==> config.mk <==
export PLATFORM = sky130hd
export DESIGN_NAME = optres_ctrl
export DESIGN_NICKNAME = d
export VERILOG_FILES = /design/src/rtl/optres_pkg.sv /design/src/rtl/optres_retry.sv /design/src/rtl/optres_sig_gate.sv /design/src/rtl/optres_fsm.sv /design/src/rtl/optres_ctrl.sv
export SDC_FILE = /design/constraint.sdc
export NUM_CORES = 1
export LEC_CHECK = 0
export BUFFER_PORTS_ARGS = -buffer_cell sky130_fd_sc_hd__buf_4
export CORE_AREA = 2 2 39 41
export CTS_CLUSTER_SIZE = 25
export DETAILED_ROUTE_END_ITERATION = 8
export DIE_AREA = 0 0 41 43
export PLACE_DENSITY = 0.78
export SYNTH_ARGS = -nofsm -noshare
export SYNTH_HDL_FRONTEND = slang
export SYNTH_HIERARCHICAL = 1
export SYNTH_SLANG_ARGS = --single-unit
==> constraint.sdc <==
create_clock -name clk -period 2.9 [get_ports clk]
set_clock_uncertainty 0.15 [all_clocks]
set_input_delay 0.435 -clock clk [delete_from_list [all_inputs] [get_ports clk]]
set_output_delay 0.435 -clock clk [all_outputs]
set_load 0.1 [all_outputs]
==> src/rtl/optres_pkg.sv <==
package optres_pkg;

    typedef enum logic [3:0] {
        ST_IDLE,
        ST_RUN,
        ST_RESOLVE,
        ST_FLUSH,
        ST_INVAL_NDA,
        ST_CLEAR,
        ST_RESTART,
        ST_INVAL_CPU,
        ST_COMMIT,
        ST_DONE
    } optres_state_e;

    localparam int unsigned NUM_REQ = 7;

endpackage

==> src/rtl/optres_retry.sv <==
module optres_retry #(
    parameter int unsigned MAX_RETRY = 2
) (
    input  logic clk,
    input  logic rst_n,
    input  logic clr_i,
    input  logic inc_i,
    output logic at_limit_o
);
    localparam int unsigned CW = (MAX_RETRY < 1) ? 1 : $clog2(MAX_RETRY + 1);
    localparam logic [CW-1:0] LIMIT = CW'(MAX_RETRY);

    logic [CW-1:0] cnt_q;

    always_ff @(posedge clk) begin
        if (!rst_n || clr_i) begin
            cnt_q <= '0;
        end else if (inc_i && cnt_q != LIMIT) begin
            cnt_q <= cnt_q + 1'b1;
        end
    end

    assign at_limit_o = (cnt_q == LIMIT);

    AST_CNT_BOUND: assert property (@(posedge clk) disable iff (!rst_n)
        cnt_q <= LIMIT);

    AST_NO_INC_AT_LIMIT: assert property (@(posedge clk) disable iff (!rst_n)
        inc_i |-> !at_limit_o);

endmodule

==> src/rtl/optres_sig_gate.sv <==
module optres_sig_gate (
    input  logic cpu_wr_i,
    input  logic window_i,
    output logic sig_upd_o
);
    always_comb begin
        sig_upd_o = cpu_wr_i & window_i;
    end
endmodule

==> src/rtl/optres_fsm.sv <==
module optres_fsm
    import optres_pkg::*;
(
    input  logic clk,
    input  logic rst_n,
    input  logic start_i,
    input  logic core_done_i,
    input  logic core_ack_i,
    input  logic res_ack_i,
    input  logic res_conflict_i,
    input  logic sig_ack_i,
    input  logic cpu_ack_i,
    input  logic nda_ack_i,
    input  logic at_limit_i,
    output logic retry_clr_o,
    output logic retry_inc_o,
    output logic window_o,
    output logic core_run_o,
    output logic core_rst_req_o,
    output logic res_req_o,
    output logic sig_clr_req_o,
    output logic cpu_flush_req_o,
    output logic cpu_inval_req_o,
    output logic nda_inval_req_o,
    output logic nda_commit_req_o,
    output logic done_o,
    output logic err_o
);
    optres_state_e state_q, state_d;
    logic          err_q, err_d;

    // next state
    always_comb begin
        state_d = state_q;
        err_d   = err_q;
        unique case (state_q)
            ST_IDLE: if (start_i) begin
                state_d = ST_RUN;
                err_d   = 1'b0;
            end
            ST_RUN:       if (core_done_i) state_d = ST_RESOLVE;
            ST_RESOLVE:   if (res_ack_i)   state_d = res_conflict_i ? ST_FLUSH : ST_INVAL_CPU;
            ST_FLUSH:     if (cpu_ack_i)   state_d = ST_INVAL_NDA;
            ST_INVAL_NDA: if (nda_ack_i)   state_d = ST_CLEAR;
            ST_CLEAR: if (sig_ack_i) begin
                if (at_limit_i) begin
                    state_d = ST_IDLE;
                    err_d   = 1'b1;
                end else begin
                    state_d = ST_RESTART;
                end
            end
            ST_RESTART:   if (core_ack_i)  state_d = ST_RUN;
            ST_INVAL_CPU: if (cpu_ack_i)   state_d = ST_COMMIT;
            ST_COMMIT:    if (nda_ack_i)   state_d = ST_DONE;
            ST_DONE:      state_d = ST_IDLE;
            default:      state_d = ST_IDLE;
        endcase
    end

    // state register
    always_ff @(posedge clk) begin
        if (!rst_n) begin
            state_q <= ST_IDLE;
            err_q   <= 1'b0;
        end else begin
            state_q <= state_d;
            err_q   <= err_d;
        end
    end

    // outputs
    always_comb begin
        core_run_o       = (state_q == ST_RUN);
        window_o         = (state_q == ST_RUN);
        res_req_o        = (state_q == ST_RESOLVE);
        cpu_flush_req_o  = (state_q == ST_FLUSH);
        nda_inval_req_o  = (state_q == ST_INVAL_NDA);
        sig_clr_req_o    = (state_q == ST_CLEAR);
        core_rst_req_o   = (state_q == ST_RESTART);
        cpu_inval_req_o  = (state_q == ST_INVAL_CPU);
        nda_commit_req_o = (state_q == ST_COMMIT);
        done_o           = (state_q == ST_DONE);
        err_o            = err_q;
        retry_clr_o      = (state_q == ST_IDLE) && start_i;
        retry_inc_o      = (state_q == ST_CLEAR) && sig_ack_i && !at_limit_i;
    end

    logic [NUM_REQ-1:0] req_vec;
    logic               req_acked;
    assign req_vec = {core_rst_req_o, res_req_o, sig_clr_req_o, cpu_flush_req_o,
                      cpu_inval_req_o, nda_inval_req_o, nda_commit_req_o};
    assign req_acked = (core_rst_req_o & core_ack_i) | (res_req_o & res_ack_i)
                     | (sig_clr_req_o & sig_ack_i)
                     | ((cpu_flush_req_o | cpu_inval_req_o) & cpu_ack_i)
                     | ((nda_inval_req_o | nda_commit_req_o) & nda_ack_i);

    AST_ONE_ACTIVE: assert property (@(posedge clk) disable iff (!rst_n)
        $onehot0({req_vec, core_run_o, done_o}));

    AST_REQ_HOLD: assert property (@(posedge clk) disable iff (!rst_n)
        (|req_vec) && !req_acked |=> $stable(req_vec));

    AST_FLUSH_FIRST: assert property (@(posedge clk) disable iff (!rst_n)
        $rose(nda_inval_req_o) |-> $past(cpu_flush_req_o && cpu_ack_i));

    AST_ERR_IDLE: assert property (@(posedge clk) disable iff (!rst_n)
        $rose(err_o) |-> !(|req_vec) && !core_run_o);

    AST_DONE_PULSE: assert property (@(posedge clk) disable iff (!rst_n)
        done_o |=> !done_o);

endmodule

==> src/rtl/optres_ctrl.sv <==
module optres_ctrl #(
    parameter int unsigned MAX_RETRY = 2
) (
    input  logic clk,
    input  logic rst_n,
    input  logic start_i,
    output logic core_run_o,
    input  logic core_done_i,
    output logic core_rst_req_o,
    input  logic core_ack_i,
    output logic res_req_o,
    input  logic res_ack_i,
    input  logic res_conflict_i,
    input  logic cpu_wr_i,
    output logic sig_upd_o,
    output logic sig_clr_req_o,
    input  logic sig_ack_i,
    output logic cpu_flush_req_o,
    output logic cpu_inval_req_o,
    input  logic cpu_ack_i,
    output logic nda_inval_req_o,
    output logic nda_commit_req_o,
    input  logic nda_ack_i,
    output logic done_o,
    output logic err_o
);
    logic retry_clr, retry_inc, at_limit, window;

    optres_fsm u_fsm (
        .clk              (clk),
        .rst_n            (rst_n),
        .start_i          (start_i),
        .core_done_i      (core_done_i),
        .core_ack_i       (core_ack_i),
        .res_ack_i        (res_ack_i),
        .res_conflict_i   (res_conflict_i),
        .sig_ack_i        (sig_ack_i),
        .cpu_ack_i        (cpu_ack_i),
        .nda_ack_i        (nda_ack_i),
        .at_limit_i       (at_limit),
        .retry_clr_o      (retry_clr),
        .retry_inc_o      (retry_inc),
        .window_o         (window),
        .core_run_o       (core_run_o),
        .core_rst_req_o   (core_rst_req_o),
        .res_req_o        (res_req_o),
        .sig_clr_req_o    (sig_clr_req_o),
        .cpu_flush_req_o  (cpu_flush_req_o),
        .cpu_inval_req_o  (cpu_inval_req_o),
        .nda_inval_req_o  (nda_inval_req_o),
        .nda_commit_req_o (nda_commit_req_o),
        .done_o           (done_o),
        .err_o            (err_o)
    );

    optres_retry #(.MAX_RETRY(MAX_RETRY)) u_retry (
        .clk        (clk),
        .rst_n      (rst_n),
        .clr_i      (retry_clr),
        .inc_i      (retry_inc),
        .at_limit_o (at_limit)
    );

    optres_sig_gate u_gate (
        .cpu_wr_i  (cpu_wr_i),
        .window_i  (window),
        .sig_upd_o (sig_upd_o)
    );

    AST_SIG_FROZEN: assert property (@(posedge clk) disable iff (!rst_n)
        !core_run_o |-> !sig_upd_o);

endmodule

-- Word-level counts from Yosys, hierarchy flattened
Index checks and enable logic that the tools add are counted.
- add/subtract/negate cells: 1
- reductions and logical operators: 11
- bitwise gates (word level): 1
- eq/ne operators: 21
- mux-type cells: 16
- operators with widths (kind ; count):
    2-to-1 mux 4 bit ; 9
    case mux 4 bit (9 select lines) ; 1
    equality test 4 x 3 -> 1 bit, second input constant ; 4
    inequality test 2 x 1 -> 1 bit, second input constant ; 8
    AND reduction 9 bit ; 1
    equality test 4 x 2 -> 1 bit, second input constant ; 2
    equality test 4 bit, second input constant ; 2
    2-to-1 mux 3 bit ; 2
    inequality test 2 bit, second input constant ; 3
    equality test 4 x 1 -> 1 bit, second input constant ; 1
    logical AND 1 bit ; 4
    logical NOT 4 bit ; 1
    AND reduction 4 bit ; 1
    2-to-1 mux 1 bit ; 3
    adder 2 x 1 -> 2 bit, second input constant ; 1
    equality test 2 bit, second input constant ; 1
    logical NOT 1 bit ; 2
    case mux 1 bit (2 select lines) ; 1
    nonzero test 2 bit ; 1
    AND 1 bit ; 1
    logical OR 1 bit ; 1
- register bits after elaboration: 7
- input bits: 11
- word-level logic and storage cells: 53

-- Logic depth before layout (Yosys ltp)
Gate-level depths: netlist of the first run.
- depth after elaboration: 4
- depth in mapped cells: 8

-- Modules after synthesis
Netlist of the first run, hierarchy kept.
- by module, submodules not included (module ; cells an instance ; instances ; area each (um^2)):
    optres_fsm ; 67 ; 1 ; 539.3
    optres_retry ; 10 ; 1 ; 107.6
    optres_sig_gate ; 1 ; 1 ; 6.3

-- Worst setup path before layout of the first run
Ideal clock, no wire load.
- path kind: register to output
- from: reg u_fsm.state_q[1]
- to: out sig_upd_o
- stages on the path, launching flop included: 6
- data required time: 2.315 ns
- path buffers: 3
- path slack: -1.498 ns
- data arrival time: 3.813 ns
- cells stage by stage: dfxtp_1 buf_6 clkbuf_1 nor3_1 buf_4 and2_1
- cells in the longest elaborated chain, start to end: 2
- ends and longest elaborated chain (what ; line ; RTL):
    from (decl) ; optres_fsm.sv:29 ; optres_state_e state_q, state_d;
    from (signal assigned) ; optres_fsm.sv:67 ; state_q <= state_d;
    equality test 4 x 1 -> 1 bit ; - ;
    named net core_run_o ; optres_ctrl.sv:7 ; output logic core_run_o,
    AND 1 bit ; optres_sig_gate.sv:7 ; sig_upd_o = cpu_wr_i & window_i;
    to (decl) ; optres_ctrl.sv:15 ; output logic sig_upd_o,
The timed path passes the listed nets, and every way through them passes these cells.

-- Worst setup path in the final report of the first run
- from: reg u_fsm.state_q[2]
- to: out sig_clr_req_o
- cells in the longest elaborated chain, start to end: 1
- ends and longest elaborated chain (what ; line ; RTL):
    equality test 4 x 3 -> 1 bit ; optres_fsm.sv:79 ; sig_clr_req_o = (state_q == ST_CLEAR);
    to (decl) ; optres_ctrl.sv:16 ; output logic sig_clr_req_o,
Every way passes these cells.

==> results of run 1 <==
## worst max-delay path by stage
stage                             to  cells past startpoint
CTS                    sig_clr_req_o                      3
global placement       sig_clr_req_o                      3
detailed placement  u_fsm/state_q[0]                      4
floorplan                  sig_upd_o                      5
finish                 sig_clr_req_o                      3
global route           sig_clr_req_o                      3
## cell families (layout without fill, tap and decap cells)
logic type / Yosys count / after routing / synth area share
DFF: 7 / 7 / 0.215
adders and majority gates: 1 / 1 / 0.0192
buffers and inverters: 9 / 28 / 0.0862
AOI/OAI and AO/OA: 12 / 12 / 0.236
muxes: 2 / 2 / 0.0307
xor gates and xnor gates: 1 / 1 / 0.0134
and+or+nand+nor: 46 / 46 / 0.400
## layout make-up
type,instances,share of cell area
Multi-Input combinational cell,62,0.568
Timing Repair Buffer,21,0.192
Sequential cell,7,0.170
Clock buffer,4,0.0320
Tap cell,16,0.0244
Inverter,3,0.0137
## metal layers
layer / up-vias / wire length [um] / global-route usage / part of all wire
li1: 321 / - / - / -
met1: 299 / 622 / 0.229 / 0.43
met2: 11 / 746 / 0.297 / 0.51
met3: 3 / 69 / 0.0471 / 0.047
met4: 0 / 17 / 0.0800 / 0.012
met5: - / 0 / 0 / 0
## cells in the final DEF, fill, tap and decap left out, types with 2 or more instances in the layout
cell,count
o21ai_0,2
nand3_1,2
buf_4,21
nor3_1,2
nor3_2,2
nand2_1,6
nand4_1,2
clkbuf_4,3
nor4_1,2
nor3b_1,2
nor2b_1,3
mux2i_1,2
inv_1,3
nand2b_1,5
dfxtp_1,7
nor2_1,10
nand3b_1,2
## where the power goes
part / total (mW) / leakage (nW) / internal (mW) / switching [mW]
Sequential: 0.178 / 0.0569 / 0.112 / 0.0660
Clock: 0.0915 / 0.0150 / 0.0527 / 0.0388
Combinational: 0.423 / 0.266 / 0.149 / 0.273
## worst min-delay path: cells and delay by family
family	cells	cell delay (ns)
buffers and inverters	1	0.13
AO/OA/AOI/OAI	1	0.06
AND/OR/NAND/NOR	1	0.07
## sequential cells by signal, summed over array words and instances, names as in the netlist
name,count
u_fsm/err_o,1
u_retry/cnt_q,2
u_fsm/state_q,4
## stage by stage
stage | utilization | hold slack (ns) | setup WS [ns] | TNS [ns] | instances
final | 0.594 | 0.319 | 0.613 | 0 | 113
after global routing | 0.594 | 0.330 | 0.502 | 0 | 113
after CTS | 0.594 | 0.317 | 0.608 | 0 | 113
after detailed placement | 0.575 | 0.356 | 0.894 | 0 | 109
after global placement | 0.575 | 0.345 | 0.914 | 0 | 109
after floorplan | - | 0.334 | -0.565 | -0.948 | 78
==> impl_metrics.toml, run 1 <==
[cells_and_area]
fillers = 129
drive_gt1_frac = 0.361
area_growth_pct = 25.9
antenna_cells = 0
design_area_um2 = 822
seq_area_um2 = 140
multi_input_area_um2 = 467
fin_nets = 110

[setup_path]
critical_path_class = "reg -> out"
reg2reg_slack_ns = 0.88
cp-end-kind = "output port"
cp_slowest_cell = "dfxtp_1"
path_buf_inv = 1
cp_top_family = "flip-flops"
arrival_ns = 1.70
r2r-end = "u_fsm/state_q[2]"
reg2regPathDepth = 4
required_ns = 2.32
worstSetupStartpointType = "register"
reg2reg_from = "u_fsm/state_q[1]"
cp_max_fo = 13
worst_path_largest_cell_delay_ns = 0.66
crit_start = "u_fsm/state_q[2]"
cp_cell_sequence = "nand2_1 > nor3_2 > buf_4"

[clocking]
cts_root_buf = "clkbuf_4"
h-tree-depth = 1
cts_made_buffers = 3
clockBufferDepth = 2
cts_tree = "built"
post_cts_buffers = 0
clkSinkCount = 7
hold_buffers = 0
clk_latency_ns = 0.26
clk_pin_slew_ns = 0.05
post_cts_resized = 0

[routing]
vias = 634
drt_iter0_drc = 7
drt-pass1-iter-count = 4
drc = 0
drt-vias-per-instance = 5.61
routedWlPerCell_um = 12.9
ant_nets = 0
wl_um = 1460

[floorplanning]
rows = 14
die_h_um = 43
die_x_um = 41
dieArea_um2 = 1760
start_util = 0.472
core_area_um2 = 1380
io_pins = 22

[synth]
syn_nets = 90
post_synth_num_cell_types = 37
synth_flop_cell = "dfxtp_1"
synth_area_per_cell_um2 = 8.37
synth.top_cells.by_count = "10 x nor2_1, 7 x dfxtp_1, 6 x nand2_1, 5 x nand2b_1, 4 x nor3_1"
yosysTopAreaCell = "dfxtp_1"
synth_cells = 78
syn_area_um2 = 653
yosys-top-cells-area = "dfxtp_1 21%, nor2_1 5.7%, nand2b_1 4.8%, a32oi_4 4.2%, o41ai_4 4.2%"
ys_seq_area_frac = 0.215
yosys_warnings = 6
synth-edff-count = 0
yosysTopAreaCellShare = 0.215
ys_async_sr_fraction = 0
yosysMostFrequentCell = "nor2_1"
ys_ff_latch = 7

[power_and_ir_drop]
design_power_total_uw = 692
peakVddDrop_v = 0.000628
leakagePower_nw = 0.338
pwr_density_cell_nw_per_um2 = 842

[timing]
rsz0062_at_grt = "false"
finalSetupViolCount = 0
maxSlewViolCount = 0
hold_viol_final = 0
worstMarginPinSlew_ns = 0.664
max-slew-margin-rel = 0.556
fin_crit_ns = 2.29
min_period_over_period = 0.789
max_freq_mhz = 437

[min_path]
hold_path_class = "in -> reg"
holdPathStages = 3
min_from = "rst_n"
hold_end = "u_fsm/state_q[3]"

[global_route]
first_global_vias = 546
antenna_found_initial = 0
groute.usage.overall = 0.188
overflow = 0
grt_max_degree = 19
grt_pass1_wl_um = 2250

[run]
max-cap-violations = 0

[run_status]
status = "finished clean"

[placement]
placed_cell_area_um2 = 796
io_buffers = 21
dp_hpwl_um = 1060
gp_congestion = 0.773
Power figures use the tool's default switching activity.
==> run 2, diff against run 1 <==
--- a/config.mk
+++ b/config.mk
@@ -5,12 +5,12 @@
 export SDC_FILE = /design/constraint.sdc
 export NUM_CORES = 1
 export LEC_CHECK = 0
+export ABC_AREA = 1
 export BUFFER_PORTS_ARGS = -buffer_cell sky130_fd_sc_hd__buf_4
-export CORE_AREA = 2 2 39 41
+export CORE_UTILIZATION = 47
 export CTS_CLUSTER_SIZE = 25
 export DETAILED_ROUTE_END_ITERATION = 8
-export DIE_AREA = 0 0 41 43
-export PLACE_DENSITY = 0.78
+export PLACE_DENSITY = 0.76
 export SYNTH_ARGS = -nofsm -noshare
 export SYNTH_HDL_FRONTEND = slang
 export SYNTH_HIERARCHICAL = 1
==> constraint.sdc (replaced) <==
create_clock -name clk -period 2.3 [get_ports clk]
set_clock_uncertainty 0.15 [all_clocks]
set_input_delay 0.345 -clock clk [delete_from_list [all_inputs] [get_ports clk]]
set_output_delay 0.345 -clock clk [all_outputs]
set_load 0.1 [all_outputs]
==> run 2 against run 1 <==
Net effect:
- total power is 57% higher
- non-clock buffer count stayed put
- sequential share of layout area is 0.15 points higher
- first-iteration DRC count grew to 2.9 times the previous value
- via count is 10% higher
- register-to-register slack worse by 0.17 ns
- synthesized area is 5.0% lower
- sequential power is 26% higher
- setup slack worse by 0.36 ns
- global-route usage is 2.5 points higher
- worst hold slack worse by 0.11 ns
==> impl_metrics.toml, run 2 <==
[cells_and_area]
final_cell_mix = "21 x buf_4, 19 x nand2_1, 16 x inv_1"
drive_gt1_frac = 0.381
final_common_cell = "buf_4"
multi_input_area_um2 = 420
final_cells = 140
area_growth_pct = 38.3
antenna_cells = 0
design_area_um2 = 858
seq_area_um2 = 148
fin_nets = 139
utilization = 0.733
largest_reg_flops = 4
regMostFlops = "u_fsm/state_q"
fillers = 109

[floorplanning]
rows = 12
die_x_um = 38.3
dieArea_um2 = 1470
io_pins = 22
core_area_um2 = 1170
start_util = 0.530
die_h_um = 38.3

[setup_path]
worst_path_largest_cell_delay_ns = 0.35
cp_slowest_cell = "dfxtp_2"
path_buf_inv = 3
required_ns = 1.80
cp_max_fo = 8
arrival_ns = 1.55
reg2reg_from = "u_fsm/state_q[2]"
cp-end-kind = "output port"
cp_top_family = "simple AND/OR/NAND/NOR gates"
critical_path_class = "reg -> out"
worstSetupStartpointType = "register"
crit_start = "u_fsm/state_q[3]"
cp_cell_sequence = "nor2_2 > nand2_1 > clkinvlp_4 > nand2_1 > clkinvlp_4 > buf_4"

[timing]
setup_tns_ns = 0
rsz0062_at_grt = "false"
finalSetupViolCount = 0
min_period_over_period = 0.888
hold_slack_ns = 0.210
hold_viol_final = 0
worstMarginPinSlew_ns = 0.417
max_freq_mhz = 489
max-slew-margin-rel = 0.720
fin_crit_ns = 2.04
setup_ws_ns = 0.257
maxSlewViolCount = 0

[placement]
placed_cells = 136
pre_cts_ws_ns = 0.527
io_buffers = 21
gp_congestion = 0.762
placed_cell_area_um2 = 832
dp_hpwl_um = 1180

[clocking]
hold_buffers = 0
cts_tree = "built"
clk_pin_slew_ns = 0.05
clkSinkCount = 7
cts_made_buffers = 3
post_cts_resized = 0
clk_latency_ns = 0.24
cts_root_buf = "clkbuf_4"
clockBufferDepth = 2
post_cts_buffers = 0
h-tree-depth = 1

[global_route]
first_global_vias = 553
groute.usage.overall = 0.213
overflow = 0
grt_pass1_wl_um = 2240
grt_max_degree = 9
antenna_found_initial = 0

[synth]
yosysMostFrequentCell = "nand2_1"
post_synth_num_cell_types = 19
synth_area_per_cell_um2 = 6.08
synth.top_cells.by_count = "19 x nand2_1, 18 x inv_1, 13 x nand3_1, 12 x nor2_1, 7 x dfxtp_1"
yosysTopAreaCellShare = 0.226
synth-edff-count = 0
ys_ff_latch = 7
synth_flop_cell = "dfxtp_1"
synth_cells = 102
syn_area_um2 = 621
yosys_warnings = 6
yosys-top-cells-area = "dfxtp_1 23%, nand2_1 11%, inv_1 11%, nor2_4 11%, nand3_1 10%"
ys_seq_area_frac = 0.226
syn_nets = 114
yosysTopAreaCell = "dfxtp_1"
ys_async_sr_fraction = 0

[min_path]
hold_path_class = "in -> reg"
min_from = "rst_n"

[routing]
ant_nets = 0
drc = 0
vias = 699
wl_um = 1420
drt_iter0_drc = 20
drt-vias-per-instance = 4.99
routedWlPerCell_um = 10.1
drt-pass1-iter-count = 4

[power_and_ir_drop]
leakagePower_nw = 0.445
peakVddDrop_v = 0.000805
pwr_density_cell_nw_per_um2 = 1270
design_power_total_mw = 1.09

[run]
max-cap-violations = 0

[run_status]
status = "finished clean"
[run 2: cell types whose count changed in the layout (fill, tap and decap cells not counted), moves of 3 or more]
cell | before | now
dfxtp_2 | 0 | 3
nand2b_1 | 5 | 0
dfxtp_1 | 7 | 3
inv_1 | 3 | 16
nand3_1 | 2 | 13
nor2_4 | 0 | 6
nor2b_1 | 3 | 0
nor2_2 | 1 | 4
a21oi_1 | 0 | 6
nand2_1 | 6 | 19
[run 2: final cells by class]
type,instances,area share
multi-input combinational,73,0.490
timing repair buffer,21,0.184
sequential,7,0.172
inverter,21,0.103
clock buffer,4,0.0306
tap,14,0.0204
[run 2: worst reg2reg max path, delay by kind of cell, from the launching register on]
kind / cells / cell delay, ns
flip-flops: 1 / 0.40
AND/OR/NAND/NOR: 6 / 0.85
buffers and inverters: 1 / 0.08
[run 2: cells by family (layout without fill, tap and decap cells)]
family,count (synthesis),in the layout,share of synthesized area
AOI/OAI and AO/OA,9,9,0.0766
adders and majority gates,1,1,0.0202
buffers and inverters,22,46,0.139
and+or+nand+nor,63,63,0.538
DFF,7,7,0.226
[run 2: final timing paths]
kind / to / slack, ns / cells after the start
setup / recovery: sig_upd_o / 0.26 / 6
hold / removal: u_fsm/state_q[2] / 0.21 / 3
hold reg to reg: u_retry/cnt_q[1] / 0.33 / 2
setup reg to reg: u_retry/cnt_q[0] / 0.71 / 7
[run 2: where the power goes]
group          internal, mW  switching, mW  leakage, nW
combinational         0.205          0.553        0.371
clock                0.0659         0.0409       0.0150
sequential            0.157         0.0672       0.0589
[run 2: layer usage]
metal	share of wire	up-vias	track usage
met3	0.044	2	0.0174
li1	-	369	-
met2	0.47	17	0.381
met4	0.0077	0	0.0776
met5	0	-	0
met1	0.48	311	0.262
==> run 3, diff against run 2 <==
--- a/config.mk
+++ b/config.mk
@@ -10,6 +10,7 @@
 export CORE_UTILIZATION = 47
 export CTS_CLUSTER_SIZE = 25
 export DETAILED_ROUTE_END_ITERATION = 8
+export GPL_TIMING_DRIVEN = 0
 export PLACE_DENSITY = 0.76
 export SYNTH_ARGS = -nofsm -noshare
 export SYNTH_HDL_FRONTEND = slang
==> run 3 against run 2 <==
Net effect:
- worst hold slack improved by 0.0026 ns
- die area stayed put
- wire length shrank 4.9%
- largest power group unchanged
- combinational power increased by 1%
- critical path type unchanged
==> impl_metrics.toml, run 3 (synthesis gave the netlist of run 2 again) <==
[routing]
drt-vias-per-instance = 4.74
vias = 668
drt-pass1-iter-count = 4
drt_iter0_drc = 8
drc = 0
routedWlPerCell_um = 9.58
ant_nets = 0
wl_um = 1350

[placement]
dp_hpwl_um = 1090
placed_cell_area_um2 = 843
gp_congestion = 0.858
io_buffers = 21

[setup_path]
r2r-end = "u_retry/cnt_q[1]"
cp_max_fo = 8
critical_path_class = "reg -> out"
reg2reg_from = "u_fsm/state_q[2]"
required_ns = 1.80
reg2regPathDepth = 7
reg2reg_slack_ns = 0.72
cp-end-kind = "output port"
worstSetupStartpointType = "register"
arrival_ns = 1.64

[clocking]
h-tree-depth = 1
post_cts_resized = 0
hold_buffers = 0
clk_pin_slew_ns = 0.05
clkSinkCount = 7
clockBufferDepth = 2
cts_made_buffers = 3
post_cts_buffers = 0
cts_root_buf = "clkbuf_4"
clk_latency_ns = 0.24
cts_tree = "built"

[floorplanning]
start_util = 0.530
core_area_um2 = 1170
io_pins = 22
dieArea_um2 = 1470
die_x_um = 38.3
die_h_um = 38.3
rows = 12

[timing]
finalSetupViolCount = 0
maxSlewViolCount = 0
max_freq_mhz = 468
fin_crit_ns = 2.14
hold_viol_final = 0
min_period_over_period = 0.929
worstMarginPinSlew_ns = 0.384
rsz0062_at_grt = "false"
setup_tns_ns = 0
max-slew-margin-rel = 0.742

[global_route]
grtUsageMet1 = 0.254
first_global_vias = 552
use_met3 = 0.0349
grt_pass1_wl_um = 2100
use_met2 = 0.331
antenna_found_initial = 0
grt_max_degree = 9
overflow = 0
groute.usage.overall = 0.210
grt_busiest_layer = "met2"

[cells_and_area]
regMostFlops = "u_fsm/state_q"
drive_gt1_frac = 0.386
design_area_um2 = 870
final_common_cell = "buf_4"
fin_nets = 140
area_growth_pct = 40.1
final_cell_mix = "21 x buf_4, 19 x nand2_1, 16 x inv_1"
antenna_cells = 0
largest_reg_flops = 4

[min_path]
holdPathStages = 3
min_from = "rst_n"
hold_path_class = "in -> reg"
hold_end = "u_fsm/state_q[3]"

[power_and_ir_drop]
pwr-share-comb = 0.701
leakagePower_nw = 0.451
pwr_density_cell_nw_per_um2 = 1260
power.switching_uw = 653
peakVddDrop_v = 0.000744
switching_share = 0.597
sequentialPowerShare = 0.204
clkPwrFrac = 0.095
power.internal_uw = 440

[run_status]
status = "finished clean"

[run]
max-cap-violations = 0
[run 3: layout make-up]
class                      instances  area [um^2]
tap                               14         17.5
timing repair buffer              21          158
multi-input combinational         73          420
buffer                             1         11.3
fill                             108          302
sequential                         7          148
clock buffer                       4         26.3
inverter                          21         88.8
[run 3: worst max-delay path, cell delays in order, from the launching register on]
cell and delay [ns]:
dfxtp_2 0.36, nor2_2 0.29, nand2_1 0.16, clkinvlp_4 0.10, buf_6 0.08, nand2_1 0.07
clkinvlp_4 0.06, buf_4 0.27
[run 3: how the worst max path moves through the flow]
stage | startpoint | to | depth (start not counted)
after global routing | u_fsm/state_q[3] | sig_upd_o | 7
after detailed placement | u_fsm/state_q[3] | sig_upd_o | 7
after CTS | u_fsm/state_q[3] | sig_upd_o | 7
final | u_fsm/state_q[3] | sig_upd_o | 7
after global placement | u_fsm/state_q[3] | sig_upd_o | 7
after floorplan | u_fsm/state_q[2] | core_rst_req_o | 4
[run 3: layer usage]
layer | share of wire | routed length, um | vias to the layer above
li1 | - | - | 370
met1 | 0.47 | 638 | 279
met2 | 0.46 | 626 | 17
met3 | 0.049 | 66 | 2
met4 | 0.014 | 19 | 0
met5 | 0 | 0 | -
[run 3: stage by stage]
step	power (mW)	cells	setup WS (ns)	hold slack, ns	util
floorplan	0.856	102	-0.0118	0.306	-
global placement	0.982	137	0.445	0.326	0.720
detailed placement	0.990	137	0.425	0.336	0.720
CTS	1.10	141	0.149	0.204	0.743
global route	1.16	141	0.0920	0.216	0.743
finish	1.09	141	0.163	0.213	0.743
[run 3: power by group through the flow]
stage | registers [mW] | logic, mW | clock network [mW]
2_1_floorplan | 0.214 | 0.642 | 0
3_3_place_gp | 0.222 | 0.759 | 0
3_5_place_dp | 0.224 | 0.766 | 0
4_1_cts | 0.222 | 0.769 | 0.110
5_1_grt | 0.227 | 0.823 | 0.114
6_report | 0.223 | 0.767 | 0.104
